--- src/rtl/td_mac_pkg.sv ---
package td_mac_pkg;
  typedef enum logic [1:0] {
    ST_IDLE = 2'd0,
    ST_RUN  = 2'd1,
    ST_FIN  = 2'd2
  } seq_state_t;
endpackage

--- src/rtl/td_rate_gen.sv ---
// Binary rate multiplier: over 2^WT_W phases, emits exactly `weight` enables.
module td_rate_gen #(
  parameter int WT_W = 6
) (
  input  logic [WT_W-1:0] phase,
  input  logic [WT_W-1:0] weight,
  output logic            en
);
  logic [WT_W-1:0] hit;

  generate
    for (genvar j = 0; j < WT_W; j++) begin : g_slot
      localparam logic [WT_W-1:0] PAT = WT_W'((1 << j) - 1);
      // Lower j bits all ones and bit j zero: occurs 2^(WT_W-1-j) times per frame.
      assign hit[j] = (phase[j:0] == PAT[j:0]) & weight[WT_W-1-j];
    end
  endgenerate

  assign en = |hit;
endmodule

--- src/rtl/td_sat_counter.sv ---
module td_sat_counter #(
  parameter int ACC_W = 21
) (
  input  logic                    clk,
  input  logic                    rst,
  input  logic                    clr,
  input  logic                    step,
  input  logic                    down,
  output logic signed [ACC_W-1:0] count
);
  localparam logic signed [ACC_W-1:0] MAXV = {1'b0, {(ACC_W-1){1'b1}}};
  localparam logic signed [ACC_W-1:0] MINV = {1'b1, {(ACC_W-1){1'b0}}};
  localparam logic signed [ACC_W-1:0] ONE  = ACC_W'(1);

  always_ff @(posedge clk) begin
    if (rst) begin
      count <= '0;
    end else if (clr) begin
      count <= '0;
    end else if (step) begin
      if (down) begin
        if (count != MINV) count <= count - ONE;
      end else begin
        if (count != MAXV) count <= count + ONE;
      end
    end
  end

  // at most one count per cycle
  assert_unit_step_R4: assert property (@(posedge clk) disable iff (rst)
    !clr |=> (count == $past(count) || count == $past(count) + ONE ||
              count == $past(count) - ONE));

  // no enable, no movement
  assert_no_idle_step_R5: assert property (@(posedge clk) disable iff (rst)
    (!clr && !step) |=> $stable(count));

  // clamp at the upper limit
  assert_hold_max_R6: assert property (@(posedge clk) disable iff (rst)
    (!clr && step && !down && count == MAXV) |=> count == MAXV);

  // clamp at the lower limit
  assert_hold_min_R6: assert property (@(posedge clk) disable iff (rst)
    (!clr && step && down && count == MINV) |=> count == MINV);
endmodule

--- src/rtl/td_term_seq.sv ---
module td_term_seq
  import td_mac_pkg::*;
#(
  parameter int N_TERMS = 8,
  parameter int X_W     = 6,
  parameter int WT_W    = 6
) (
  input  logic                    clk,
  input  logic                    rst,
  input  logic                    start,
  input  logic [N_TERMS*X_W-1:0]  x_vec,
  input  logic [N_TERMS*WT_W-1:0] w_vec,
  output logic [WT_W-1:0]         phase,
  output logic [WT_W-1:0]         cur_w,
  output logic                    cur_down,
  output logic                    active,
  output logic                    clr,
  output logic                    done
);
  localparam int IDX_W = (N_TERMS > 1) ? $clog2(N_TERMS) : 1;
  localparam int MAG_W = X_W - 1;
  localparam logic [IDX_W-1:0] LAST = IDX_W'(N_TERMS - 1);

  seq_state_t               state;
  logic [N_TERMS*X_W-1:0]   xs;
  logic [N_TERMS*WT_W-1:0]  ws;
  logic [IDX_W-1:0]         idx;
  logic [MAG_W-1:0]         frame;
  logic [X_W-1:0]           cur_x;
  logic [MAG_W-1:0]         mag;
  logic                     term_end;

  assign cur_x    = xs[idx*X_W +: X_W];
  assign cur_w    = ws[idx*WT_W +: WT_W];
  assign mag      = cur_x[MAG_W-1:0];
  assign cur_down = cur_x[X_W-1];
  assign active   = (state == ST_RUN) && (mag != '0);
  assign clr      = start && (state == ST_IDLE);
  assign term_end = (mag == '0) ||
                    ((phase == '1) && (frame == mag - MAG_W'(1)));

  always_ff @(posedge clk) begin
    if (rst) begin
      state <= ST_IDLE;
      xs    <= '0;
      ws    <= '0;
      idx   <= '0;
      frame <= '0;
      phase <= '0;
      done  <= 1'b0;
    end else begin
      done <= 1'b0;
      unique case (state)
        ST_IDLE: begin
          if (start) begin
            xs    <= x_vec;
            ws    <= w_vec;
            idx   <= '0;
            frame <= '0;
            phase <= '0;
            state <= ST_RUN;
          end
        end
        ST_RUN: begin
          if (term_end) begin
            phase <= '0;
            frame <= '0;
            if (idx == LAST) state <= ST_FIN;
            else             idx   <= idx + IDX_W'(1);
          end else begin
            phase <= phase + WT_W'(1);
            if (phase == '1) frame <= frame + MAG_W'(1);
          end
        end
        ST_FIN: begin
          done  <= 1'b1;
          state <= ST_IDLE;
        end
        default: state <= ST_IDLE;
      endcase
    end
  end

  // done lasts one cycle
  assert_done_pulse_R7: assert property (@(posedge clk) disable iff (rst)
    done |=> !done);

  // a strobe during a run leaves the captured operands alone
  assert_busy_start_ignored_R8: assert property (@(posedge clk) disable iff (rst)
    (state != ST_IDLE && start) |=> ($stable(xs) && $stable(ws)));

  // zero-magnitude term is skipped in one cycle
  assert_zero_mag_skip_R5: assert property (@(posedge clk) disable iff (rst)
    (state == ST_RUN && mag == '0 && idx != LAST) |=> idx == $past(idx) + IDX_W'(1));

  // terms advance strictly in ascending order
  assert_idx_order_R3: assert property (@(posedge clk) disable iff (rst)
    (state == ST_RUN && $past(state) == ST_RUN) |->
      (idx == $past(idx) || idx == $past(idx) + IDX_W'(1)));
endmodule

--- src/rtl/td_mac.sv ---
module td_mac #(
  parameter int N_TERMS = 8,
  parameter int X_W     = 6,
  parameter int WT_W    = 6,
  parameter int ACC_W   = 21
) (
  input  logic                    clk,
  input  logic                    rst,
  input  logic                    start,
  input  logic [N_TERMS*X_W-1:0]  x_vec,
  input  logic [N_TERMS*WT_W-1:0] w_vec,
  output logic                    done,
  output logic signed [ACC_W-1:0] result
);
  logic [WT_W-1:0] phase;
  logic [WT_W-1:0] cur_w;
  logic            cur_down;
  logic            active;
  logic            clr;
  logic            rate_en;
  logic            step;

  td_term_seq #(
    .N_TERMS(N_TERMS),
    .X_W    (X_W),
    .WT_W   (WT_W)
  ) u_seq (
    .clk     (clk),
    .rst     (rst),
    .start   (start),
    .x_vec   (x_vec),
    .w_vec   (w_vec),
    .phase   (phase),
    .cur_w   (cur_w),
    .cur_down(cur_down),
    .active  (active),
    .clr     (clr),
    .done    (done)
  );

  td_rate_gen #(.WT_W(WT_W)) u_rate (
    .phase (phase),
    .weight(cur_w),
    .en    (rate_en)
  );

  assign step = active & rate_en;

  td_sat_counter #(.ACC_W(ACC_W)) u_cnt (
    .clk  (clk),
    .rst  (rst),
    .clr  (clr),
    .step (step),
    .down (cur_down),
    .count(result)
  );

  // Frame-level check of the rate generator: exactly cur_w enables per frame.
  logic [WT_W:0] frame_en_cnt;
  always_ff @(posedge clk) begin
    if (rst || phase == '1) frame_en_cnt <= '0;
    else if (active)        frame_en_cnt <= frame_en_cnt + (WT_W+1)'(rate_en);
  end

  // weight sets the number of steps per frame
  assert_frame_rate_R4: assert property (@(posedge clk) disable iff (rst)
    (active && phase == '1) |-> (frame_en_cnt + (WT_W+1)'(rate_en)) == {1'b0, cur_w});

  // zero weight never produces a step
  assert_zero_weight_R5: assert property (@(posedge clk) disable iff (rst)
    (active && cur_w == '0) |=> $stable(result));

  // result does not move once done is raised
  assert_hold_after_done_R7: assert property (@(posedge clk) disable iff (rst)
    (done && !start) |=> $stable(result));
endmodule

--- config.mk ---
export PLATFORM = sky130hd
export DESIGN_NAME = td_mac
export DESIGN_NICKNAME = d
export VERILOG_FILES = /design/src/rtl/td_mac_pkg.sv /design/src/rtl/td_rate_gen.sv /design/src/rtl/td_sat_counter.sv /design/src/rtl/td_term_seq.sv /design/src/rtl/td_mac.sv
export SDC_FILE = /design/constraint.sdc
export NUM_CORES = 1
export LEC_CHECK = 0
export BUFFER_PORTS_ARGS = -buffer_cell sky130_fd_sc_hd__buf_4
export CORE_MARGIN = 3
export CORE_UTILIZATION = 55
export CTS_BUF_LIST = sky130_fd_sc_hd__clkbuf_16
export DETAILED_ROUTE_END_ITERATION = 6
export PLACE_DENSITY = 0.91
export SYNTH_ARGS = -nofsm -noshare
export SYNTH_HDL_FRONTEND = slang
export SYNTH_SLANG_ARGS = --single-unit
--- constraint.sdc ---
create_clock -name clk -period 4.8 [get_ports clk]
set_input_delay 0.48 -clock clk [delete_from_list [all_inputs] [get_ports clk]]
set_output_delay 0.48 -clock clk [all_outputs]
set_load 0.02 [all_outputs]
======== Word level (Yosys, flattened, before mapping) ========
Cells that the tools add are included.
word-level totals
  bits in registers ....................... 134
  latch bits .............................. 0
  memory bits (writable) .................. 0
  ROM bits ................................ 0
  input port bits ......................... 99
  output and inout bits ................... 22
  logic and storage cells ................. 79
  memories kept ........................... 0
operators by class
  add/sub/neg operators ................... 6
  multiply operators ...................... 1
  divide/modulo/power cells ............... 0
  order comparisons ....................... 0
  equality and inequality tests ........... 18
  shift-type cells ........................ 2
  multiplexer cells ....................... 19
  bitwise logic cells ..................... 8
  reductions and logical operators ........ 17
operators with widths
  cell                                                                   count
  48-bit by 7-bit indexed part select with 6-bit output                  2
  21-bit two-way mux                                                     3
  21-bit != test, second input constant                                  2
  21-bit by 2-bit adder with 21-bit output, second input constant        1
  21-bit by 2-bit subtractor with 21-bit output, second input constant   1
  5-bit two-way mux                                                      3
  6-bit two-way mux                                                      2
  6-bit one-hot mux with 2 select lines                                  1
  5-bit one-hot mux with 2 select lines                                  1
  3-bit two-way mux                                                      3
  3-bit AND reduction                                                    3
  1-bit bitwise AND                                                      7
  6-bit by 1-bit adder with 6-bit output, second input constant          1
  6-bit by 5-bit equality test with 1-bit output, second input constant  1
  6-bit equality test, second input constant                             1
  2-bit two-way mux                                                      3
  2-bit != test, second input constant                                   3
  3-bit one-hot mux with 2 select lines                                  1
  6-bit OR reduction                                                     1
  5-bit by 1-bit adder with 5-bit output, second input constant          1
  5-bit by 4-bit equality test with 1-bit output, second input constant  1
  5-bit equality test                                                    1
  5-bit logical NOT                                                      1
  3-bit by 2-bit multiplier with 5-bit output, second input constant     1
  other kinds (20)                                                       26

======== Depth between registers and ports, before layout ========
  depth in word-level cells ............... 8
  gate-level depth with buffers ........... 14

======== Hierarchy ========
A second synthesis with hierarchy kept.
second synthesis, totals
  cells, all modules ...................... 830
  area, all modules ....................... 6975.4 µm²
by module, submodules not included
  module          instances  cells an instance  area each (µm²)  sequential area each (µm²)
  td_term_seq     1          581                5007.3           2262.2
  td_sat_counter  1          238                1905.6           420.4
  td_rate_gen     1          10                 56.3             0.0
  td_mac          1          1                  6.3              0.0

======== Least setup slack after synthesis ========
OpenSTA, ideal clock, no wires.
  kind .................................... register -> register
  start point ............................. register u_seq.idx[0]
  end point ............................... register u_cnt.count[20]
  setup time .............................. 0.072 ns
  arrival time ............................ 3.522 ns
  data required time ...................... 4.728 ns
  setup slack ............................. 1.206 ns
  stages on the path, launching flop included .. 15
  path buffers ............................ 2
  path through ............................ dfxtp_1 buf_6 buf_6 mux4_2 mux2i_4 inv_1 ha_1 nor2b_1 o31a_1 o21ai_1 a21oi_1 a31oi_1 o21ai_0 mux2i_1 mux2i_1
between the ends
  longest elaborated chain between the ends .. 6
RTL lines
  item                                                                      line                                  text
  start: declaration                                                        td_term_seq.sv:27                     logic [IDX_W-1:0] idx;
  start signal: assignment                                                  td_term_seq.sv:69                     else idx <= idx + IDX_W'(1);
  3-bit by 2-bit multiplier with 5-bit output *                             td_term_seq.sv:33, td_term_seq.sv:34
  48-bit by 7-bit indexed part select with 6-bit output (on tied branches)  td_term_seq.sv:34, td_term_seq.sv:33
  1-bit bitwise AND or 5-bit nonzero test (tied branches)                   td_rate_gen.sv:15, td_term_seq.sv:37
  6-bit OR reduction or 1-bit logical AND (tied branches)                   td_rate_gen.sv:19, td_term_seq.sv:37
  1-bit bitwise AND                                                         td_mac.sv:47                          assign step = active & rate_en;
  3-bit AND reduction (no line)                                             --
  end signal: assignment                                                    td_sat_counter.sv:22                  if (count != MINV) count <= count - ONE;
  end signal: assignment                                                    td_sat_counter.sv:24                  if (count != MAXV) count <= count + ONE;
  end: declaration                                                          td_sat_counter.sv:9                   output logic signed [ACC_W-1:0] count
Mark *: on every way between the ends. The rest lies on a longest branch, timed or not.
A chain may end at the register's enable or synchronous reset.

======== Final worst setup path ========
Ends and elaborated chain as after synthesis.

==> results.ini <==
[critical_path]
critPathMaxFanout=20
cp.arrival_ns=4.24
crit_required_ns=5.14
crit_slowest_cell=mux4_2
critPathBufInv=1
r2r_start=u_seq.idx[0]$_SDFFE_PP0P_
worst_path_most_repeated_cell=mux2i_1
endpoint_kind=register
crit_type=register to register
max_stage_delay_ns=0.57
r2r_cells=12
crit_end=u_cnt.count[20]$_SDFFE_PP0P_
startpoint=u_seq.idx[0]$_SDFFE_PP0P_
start_kind=register
worstReg2RegEnd=u_cnt.count[20]$_SDFFE_PP0P_
crit_family=multiplexers
worstPathCellList=mux4_2, mux2i_4, inv_1, ha_1, and3_1, nand2_1, o21a_1, a21oi_1, a31oi_1, o21ai_0, mux2i_1, mux2i_1
crit_cells=12
ff2ff_setup_slack_ns=0.90

[cells_and_area]
antenna_cells=0
fillers=900
final_cells=1084
area_growth_pct=22.6
final_util_pct=69.4
layout.nets=1032
drive_above_1_share_pct=21.3

[job]
cap_violations=0

[placement]
hpwlAfterDp_mm=11.3
numPortBuffers=120
placedCellCount=1053
place.gp.congestion=0.842
place_worst_setup_slack_ns=0.960

[clocking]
postCtsHoldBufs=0
worstSkewPairLatency_ns=0.41
cts_resized=0
cts_max_path_buffers=2
numCtsBuffers=17
h-tree-depth=4
clockRootBuffer=clkbuf_16
cts.reportedPaths.clkPinSlew_ns=0.06
clock-sinks=134
cts_tree=done
cts_setup_buffers=0

[sta]
slew_headroom_pct=36.6
setup_viol=0
slew_viol_final=0
setup_tns_ns=0
hold_viol_final=0
layout_min_cycle_time_ns=3.90
worst_pin_slew_ns=0.950
grt_setup_unrepaired=false
fin_ws_ns=0.904
period_share_pct=81.2
fmax_ghz=0.257
skew_ns=0.00726

[outcome]
status=finished, final reports clean

[floorplanning]
coreArea_um2=12100
num_rows=40
fp.dieW_um=117
die_h_um=117
start_util_pct=56.6
ios=121
die_area_um2=13800

[logic_synthesis]
ys_types=63
netlist_instances=805
synth_area_um2=6830
synth_enable_flop_cells=0
syn_nets=933
synth_top_area_cell=dfxtp_1
synth_warnings=0
synth_seq_cells=134
ys.flop_type=dfxtp_1
syn-mean-instance-area_um2=8.49
synth_top_area_share_pct=39.3
synth.area.top_cells=dfxtp_1 39%, nand2_1 12%, a21oi_1 8.8%, mux4_2 7.6%, ha_1 5.1%
async_flop_share_pct=0
yosysSeqAreaShare_pct=39.3

[global_routing]
antenna_found_initial=0
grt_overflow=0
grt_pass1_vias=6045
grt_pass1_wl_mm=28.2
grt_usage_pct=24.7
grt_max_degree=99

[power_and_ir_drop]
power.density_nw_per_um2=356
leakage_nw=3.41
vdd_drop_max_mv=0.290
power_w=0.00298

[drt]
wire_per_inst_um=15.9
final_antenna_net_count=0
dr.first_iter.drc_count=712
viasPerCell=5.73
totalWireLength_mm=17.2
first_pass_iters=6
drcViolationCount=0
num_vias=6212

[hold_path]
holdPathStages=3
hold_path_class=input port to register

routing by layer:
layer / up-vias / wire [um] / track usage [%]
met5: - / 0 / 0
met4: 0 / 554 / 10.6
met3: 53 / 1040 / 5.33
met2: 235 / 8620 / 42.6
met1: 2911 / 6990 / 30.0
li1: 3013 / - / -
worst reg2reg max path: cells and delay by family, from the launching register on:
family | cells | cell delay, ns
AO/OA/AOI/OAI | 4 | 0.76
adder cells (fa/ha/maj) | 1 | 0.54
buffers and inverters | 1 | 0.39
flip-flops | 1 | 0.48
multiplexers | 4 | 1.29
AND/OR/NAND/NOR | 2 | 0.37
cell usage after synthesis, drive strengths merged, types with 5 or more instances:
cell type / instances
or3: 5
o21a: 6
mux2i: 23
dfxtp: 134
clkbuf: 34
a21o: 7
xor2: 10
mux4: 23
a211oi: 5
nor4: 8
inv: 11
a21oi: 121
xnor2: 12
buf: 11
nand4: 10
o21ai: 17
nand3: 16
nor3: 7
ha: 28
nor2: 39
nand2: 224
stage by stage:
step           hold slack (ns)  area (um^2)
6_report                 0.315         8380
3_3_place_gp             0.439         7770
2_1_floorplan            0.433         6830
4_1_cts                  0.307         8380
5_1_grt                  0.314         8380
3_5_place_dp             0.446         7770
state kept, by name, summed over array words and instances (netlist names):
signal and count:
u_seq.idx 3, u_seq.ws 48, u_seq.state 2, u_seq.done 1, u_seq.xs 48, u_seq.frame 5, u_seq.phase 6, u_cnt.count 21
cells by family after synthesis:
family / after synthesis / synth area share (%)
AO/OA/AOI/OAI: 181 / 15.8
XOR/XNOR: 23 / 3.15
adder cells (fa/ha/maj): 29 / 5.42
buffers and inverters: 56 / 3.70
flip-flops: 134 / 39.3
multiplexers: 48 / 11.6
AND/OR/NAND/NOR: 334 / 21.1
cell type report:
class                   count  area, um^2  share of cell area, %
multi-input cells         615        3900                   46.6
inverters                  11        41.3                  0.493
clock inverters            14         175                   2.09
flip-flops and latches    134        2680                   32.0
repair buffers            125         938                   11.2
well taps                 168         210                   2.51
clock buffers              17         425                   5.08
cell usage in the layout (no fill, tap or decap), types with 2 or more instances in the layout:
cell type / count
nand2b_1: 4
and3_1: 4
nand4_1: 10
buf_4: 125
nor4_1: 7
mux2_4: 2
ha_1: 28
o21ai_0: 8
o21a_1: 6
o21bai_1: 2
clkinv_4: 2
clkinvlp_4: 2
inv_6: 5
a211o_1: 3
clkbuf_16: 17
nand2_1: 223
o21ai_1: 9
mux2i_1: 22
xor2_1: 10
nand3_1: 15
o311ai_1: 2
nor3b_1: 2
a211oi_2: 2
nor2b_1: 3
bufinv_16: 3
a211oi_1: 3
mux4_2: 23
a21oi_1: 120
nor3_1: 6
nor2_1: 39
o211ai_1: 3
inv_1: 12
xnor2_1: 12
or3_1: 4
nand3b_1: 4
a21o_1: 7
dfxtp_1: 133
and4_1: 2
a2111o_1: 2
worst min path at each step:
stage | from | to | slack (ns)
finish | x_vec[45] | u_seq.xs[45]$_SDFFE_PP0P_ | 0.32
global route | w_vec[35] | u_seq.ws[35]$_SDFFE_PP0P_ | 0.31
CTS | x_vec[45] | u_seq.xs[45]$_SDFFE_PP0P_ | 0.31
detailed placement | u_seq.ws[16]$_SDFFE_PP0P_ | u_seq.ws[16]$_SDFFE_PP0P_ | 0.45
global placement | u_seq.xs[40]$_SDFFE_PP0P_ | u_seq.xs[40]$_SDFFE_PP0P_ | 0.44
floorplan | u_seq.ws[12]$_SDFFE_PP0P_ | u_seq.ws[12]$_SDFFE_PP0P_ | 0.43
power breakdown:
group | switching [W] | total (W) | internal (W)
Combinational | 0.000247 | 0.000441 | 0.000194
Sequential | 0.0000432 | 0.00122 | 0.00118
Clock | 0.000499 | 0.00132 | 0.000821
Power figures use the tool's default switching activity.
